[config.mk]
export PLATFORM = sky130hd
export DESIGN_NAME = branch_dir_predictor
export DESIGN_NICKNAME = d
export VERILOG_FILES = /design/src/rtl/bp_pkg.sv /design/src/rtl/bp_index.sv /design/src/rtl/bp_counter_table.sv /design/src/rtl/bp_miss_counter.sv /design/src/rtl/branch_dir_predictor.sv
export SDC_FILE = /design/constraint.sdc
export NUM_CORES = 1
export LEC_CHECK = 0
export BUFFER_PORTS_ARGS = -buffer_cell sky130_fd_sc_hd__buf_2
export CAP_MARGIN = 20
export CORE_MARGIN = 2
export CORE_UTILIZATION = 35
export DETAILED_ROUTE_END_ITERATION = 10
export HOLD_SLACK_MARGIN = 0.02
export PLACE_DENSITY = 0.72
export SLEW_MARGIN = 5
export SYNTH_ARGS = -nofsm -noshare
export SYNTH_HDL_FRONTEND = slang
export SYNTH_SLANG_ARGS = --single-unit
[constraint.sdc]
create_clock -name clk -period 2 [get_ports clk]
set_input_delay 0.1 -clock clk [delete_from_list [all_inputs] [get_ports clk]]
set_output_delay 0.1 -clock clk [all_outputs]
set_load 0.005 [all_outputs]
[src/rtl/bp_pkg.sv]
package bp_pkg;

    typedef logic [1:0] ctr_t;

    localparam ctr_t CTR_STRONG_NT = 2'b00;
    localparam ctr_t CTR_STRONG_T  = 2'b11;

    // One saturating step toward the resolved outcome
    function automatic ctr_t ctr_step(ctr_t cur, logic taken);
        ctr_t res;
        if (taken) begin
            res = (cur == CTR_STRONG_T) ? cur : ctr_t'(cur + 2'd1);
        end else begin
            res = (cur == CTR_STRONG_NT) ? cur : ctr_t'(cur - 2'd1);
        end
        return res;
    endfunction

endpackage

[src/rtl/bp_index.sv]
module bp_index #(
    parameter int SLOTS = 8,
    parameter int PC_W  = 32,
    localparam int IDX_W = $clog2(SLOTS)
) (
    input  logic [PC_W-1:0]  pc,
    output logic [IDX_W-1:0] idx
);
    // word address modulo slot count
    assign idx = pc[IDX_W+1:2];
endmodule

[src/rtl/bp_counter_table.sv]
module bp_counter_table
    import bp_pkg::*;
#(
    parameter int SLOTS = 8,
    localparam int IDX_W = $clog2(SLOTS)
) (
    input  logic                   clk,
    input  logic                   rst_n,
    input  logic                   wr_en,
    input  logic [IDX_W-1:0]       wr_idx,
    input  logic                   wr_taken,
    output logic [SLOTS-1:0][1:0]  slots_q
);
    typedef struct packed {
        logic [SLOTS-1:0][1:0] ctr;
    } tbl_s;

    tbl_s tbl_d, tbl_q;
    logic [SLOTS-1:0][1:0] next_ctr;

    for (genvar g = 0; g < SLOTS; g++) begin : g_slot
        always_comb begin
            next_ctr[g] = tbl_q.ctr[g];
            if (wr_en && (wr_idx == IDX_W'(g))) begin
                next_ctr[g] = ctr_step(tbl_q.ctr[g], wr_taken);
            end
        end
    end

    always_comb begin
        tbl_d     = tbl_q;
        tbl_d.ctr = next_ctr;
    end

    always_ff @(posedge clk) begin
        if (!rst_n) begin
            tbl_q <= '0;
        end else begin
            tbl_q <= tbl_d;
        end
    end

    assign slots_q = tbl_q.ctr;
endmodule

[src/rtl/bp_miss_counter.sv]
module bp_miss_counter #(
    parameter int CNT_W = 16
) (
    input  logic             clk,
    input  logic             rst_n,
    input  logic             inc,
    output logic [CNT_W-1:0] count
);
    typedef struct packed {
        logic [CNT_W-1:0] cnt;
    } cnt_s;

    cnt_s cnt_d, cnt_q;

    always_comb begin
        cnt_d = cnt_q;
        if (inc && (cnt_q.cnt != {CNT_W{1'b1}})) begin
            cnt_d.cnt = cnt_q.cnt + CNT_W'(1);
        end
    end

    always_ff @(posedge clk) begin
        if (!rst_n) begin
            cnt_q <= '0;
        end else begin
            cnt_q <= cnt_d;
        end
    end

    assign count = cnt_q.cnt;
endmodule

[src/rtl/branch_dir_predictor.sv]
module branch_dir_predictor #(
    parameter int SLOTS = 8,
    parameter int PC_W  = 32,
    parameter int CNT_W = 16
) (
    input  logic             clk,
    input  logic             rst_n,
    input  logic [PC_W-1:0]  lkp_pc,
    output logic             lkp_taken,
    input  logic             upd_valid,
    input  logic [PC_W-1:0]  upd_pc,
    input  logic             upd_taken,
    output logic [CNT_W-1:0] miss_count
);
    localparam int IDX_W = $clog2(SLOTS);

    logic [IDX_W-1:0]      lkp_idx;
    logic [IDX_W-1:0]      upd_idx;
    logic [SLOTS-1:0][1:0] slots_q;
    logic [1:0]            lkp_ctr;
    logic [1:0]            upd_ctr;
    logic                  mispredict;

    bp_index #(.SLOTS(SLOTS), .PC_W(PC_W)) u_lkp_index (
        .pc  (lkp_pc),
        .idx (lkp_idx)
    );

    bp_index #(.SLOTS(SLOTS), .PC_W(PC_W)) u_upd_index (
        .pc  (upd_pc),
        .idx (upd_idx)
    );

    bp_counter_table #(.SLOTS(SLOTS)) u_table (
        .clk      (clk),
        .rst_n    (rst_n),
        .wr_en    (upd_valid),
        .wr_idx   (upd_idx),
        .wr_taken (upd_taken),
        .slots_q  (slots_q)
    );

    // reads come from registered state, so a same-slot update is not yet visible
    always_comb begin
        lkp_ctr    = slots_q[lkp_idx];
        upd_ctr    = slots_q[upd_idx];
        lkp_taken  = lkp_ctr[1];
        mispredict = upd_valid && (upd_ctr[1] != upd_taken);
    end

    bp_miss_counter #(.CNT_W(CNT_W)) u_miss (
        .clk   (clk),
        .rst_n (rst_n),
        .inc   (mispredict),
        .count (miss_count)
    );
endmodule

==> out/results.txt <==
The pre-antenna-repair detailed-routing pass consisted of 4 iterations. The run gives 0.161 ns as the worst hold slack across all endpoints. Walking the worst path, the cells encountered are mux2i_1 > mux4_2 > mux2_4 > or4_4 > a21oi_2. Based on the critical path, the design can be clocked at up to 0.499 GHz. The wire-length estimate of the detail-placed layout is 2800 um. The run gives 0 as the initial antenna violation count.

The path class of the tightest hold or removal check is in2reg. Counting every instance in the synthesized netlist gives 216. The tools report the number of max-cap violations as 0. The count of routing violations after the opening detailed-route iteration came out at 84.

For this design the top-level I/O count stands at 85. In this run the mean area of a mapped cell was 8.13 um^2. Yosys printed 0 warnings. The library cell used as clock root buffer is clkbuf_8.

For the max-slew violation count, the log shows 0. The setup TNS after final layout is -0.00826 ns, and the standard-cell row count is 25. Setup repair after global routing could not meet its margin everywhere. Number of CTS-inserted buffers: 5. The via count of the first global-routing pass was 1532. For this design the ratio of total power to cell area is 569 mW/mm^2.

Across all layers, the routed design uses 1800 vias. The run gives 32 as the count of unique library cells instantiated by Yosys. The run gives 0.00560 mm^2 as the total die area.

The worst setup path is launched from a flip-flop. Dividing the detail-routed via count by the number of cells gives 5.45. TritonCTS built the clock tree. The flip-flop and latch count after synthesis is 32. In this run the cell area of the synthesized design comes to 0.00176 mm^2. The tools report the total global routing overflow as 0. In this run the static leakage power is 0.868 nW. The logs give 0.0214 for the met3 capacity usage during global routing and 0.365 for the fraction of the yosys area taken by sequential cells. The core region is 0.00479 mm^2. For the pin with the worst max-slew slack, the measured transition is 0.867 ns. The tools report the clock skew as 0.00682 ns. The wire length of the first global-routing pass was 6980 um. The tools report the combined global-route utilization of all metal layers as 0.159. The flow ran to the end, but the final reports show violations. The aggregate routed wire length was 4170 um.

The share of post-route cells with drive strength above 1 was 0.293; the number of clock sinks was 32. The critical path is of the reg2reg type. The setup violation total in the final timing report was 2; the final hold violation count was 0. For this run, the slowest stage of the critical path takes 0.54 ns. The overall power consumption was 1.28 mW; the final clock period utilization by the worst path was 1.00.

On the critical path, the stage with the largest delay is an instance of mux4_2. In this run the worst path has a maximum fanout of 5. After global routing, the most crowded layer is met2. The checks that failed: negative setup slack. Entering global routing, the biggest net connects 26 pins.

The die span in y was 74.8 um; the overall die width was 74.8 um. The run gives 0.244 as the global routing usage on met2. The number of buffers on the longest clock path was 2. At the worst endpoint, the required time is 2.21 ns.

The final worst-path setup slack is -0.00419 ns. At the end of routability-driven placement, the weighted congestion stood at 0.814. Headroom to the max-slew limit: 0.422. The repair_antennas step left the layout with diodes totalling 0. STA classifies the critical path endpoint as a flip-flop. The CTS clock-pin slew for the worst setup and hold paths is 0.07 ns, and the H-tree level count is 2.

The peak supply drop is 0.000274 V, and the starting density of the core is 0.367. The met1 demand-to-capacity share in global routing is 0.221, and the critical path arrival is 2.21 ns. The logs give -0.0261 ns for the worst-case setup slack after placement and 331 for the number of nets in the layout. The minimum period implied by the final worst setup slack is 2.00 ns, and the area growth from synthesis to layout is 28.0%. Buffers inserted to repair hold after CTS numbered 0. The run gives 0 as the number of routed nets with antenna violations. The number of buffers inserted by port buffering is 26, and the net count of the mapped netlist is 285. Dividing the detail-routed wire length by the instance count gives 12.6 um.

For this run, design rule violations remaining after detail routing come to 0. For the worst-skew pair, the clock arrives at the later sink with an insertion delay of 0.29 ns.
==> placed cells by master, fill, tap and decap left out, types with 2 or more instances in the layout <==
cell type and n:
buf_2 26, dfxtp_1 26, nand2_1 24, buf_4 21, o21ai_0 20, a21oi_1 20
nor2_1 17, mux2i_1 12, nand3_1 11, nor3_1 8, o31ai_1 7, nand2b_1 6
or4_1 6, clkbuf_8 6, dfxtp_2 6, inv_1 5, nand4_1 4, a221oi_1 4
mux4_2 3, mux2_4 3, nor2b_1 3, or4_4 3, a21o_1 3, and4_1 2
and2_1 2, clkinv_2 2
==> state kept, by name, summed over array words and instances (netlist names) <==
signal and count:
u_miss.count 16, u_table.slots_q 16
==> kinds of logic after synthesis <==
logic type | Yosys count | synth area share
buffers and inverters | 15 | 0.0406
AND/OR/NAND/NOR | 92 | 0.267
flip-flops | 32 | 0.365
multiplexers | 17 | 0.122
AO/OA/AOI/OAI | 59 | 0.199
adder cells (fa/ha/maj) | 1 | 0.00713
==> power by group <==
group	switching [mW]	total, mW	internal (mW)
Combinational	0.0656	0.107	0.0413
Sequential	0.00639	0.649	0.643
Clock	0.248	0.523	0.275
==> cell type report <==
type,instances,area (um^2)
Clock inverter,2,10.0
Sequential cell,32,648
Tap cell,67,83.8
Multi-Input combinational cell,171,1120
Fill cell,448,2540
Clock buffer,6,82.6
Timing Repair Buffer,47,288
Inverter,5,18.8
==> timing repair <==
item,4_1_cts,5_1_grt
endpoints found under the hold margin,0,0
pin swaps,0,6
setup buffers,0,2
cloned,2,0
gates resized for setup,1,13
endpoints found under the setup margin,3,14
==> critical path, delay by kind of cell, from the launching register on <==
family,cells,cell delay (ns)
muxes,3,0.97
and+or+nand+nor,1,0.49
AOI/OAI and AO/OA,1,0.12
DFF,1,0.34
==> stage by stage <==
step                      utilization  std cells  area (um^2)
after global routing            0.470        330         2250
after floorplan                     -        216         1760
after global placement          0.431        318         2060
after detailed placement        0.431        318         2060
after CTS                       0.456        328         2180
final                           0.470        330         2250
==> path summary, 6_finish.rpt <==
kind	endpoint	cells after the start	startpoint	slack, ns
worst max-delay path	u_miss.count[4]	5	u_table.slots_q[9]	-0.004
worst min-delay path	u_table.slots_q[4]	3	upd_taken	0.16
worst max register to register	u_miss.count[4]	5	u_table.slots_q[9]	-0.004
worst min register to register	u_table.slots_q[5]	2	u_table.slots_q[4]	0.47
==> Yosys cell counts <==
cell type,count,area [um^2]
mux2i_1,12,120
nor4b_1,1,8.76
nor2b_1,3,18.8
and2_1,2,12.5
nand4_1,4,25.0
inv_1,5,18.8
and2b_1,1,7.51
ha_1,1,12.5
o21ai_0,20,100
nand3_1,11,55.1
o31ai_1,8,60.1
mux2_4,1,15.0
and4_1,2,17.5
o41ai_1,1,8.76
buf_6,2,22.5
dfxtp_1,32,641
nand2b_1,6,37.5
mux4_2,3,67.6
a311oi_1,1,8.76
mux2_2,1,11.3
or4_1,9,67.6
nand2_1,24,90.1
or2_2,1,6.26
a21o_1,3,22.5
nor2_1,18,67.6
nor3b_1,1,7.51
o2111ai_1,1,8.76
nor3_1,8,40.0
a221oi_1,4,35.0
a21oi_1,21,105
nor4_1,1,6.26
clkbuf_1,8,30.0
==> per-layer routing <==
metal | part of all wire | up-vias
met1 | 0.48 | 849
met4 | 0.025 | 0
met2 | 0.46 | 41
met3 | 0.034 | 13
met5 | 0 | -
li1 | - | 897
Note: power is estimated with default switching activity, not from simulation.
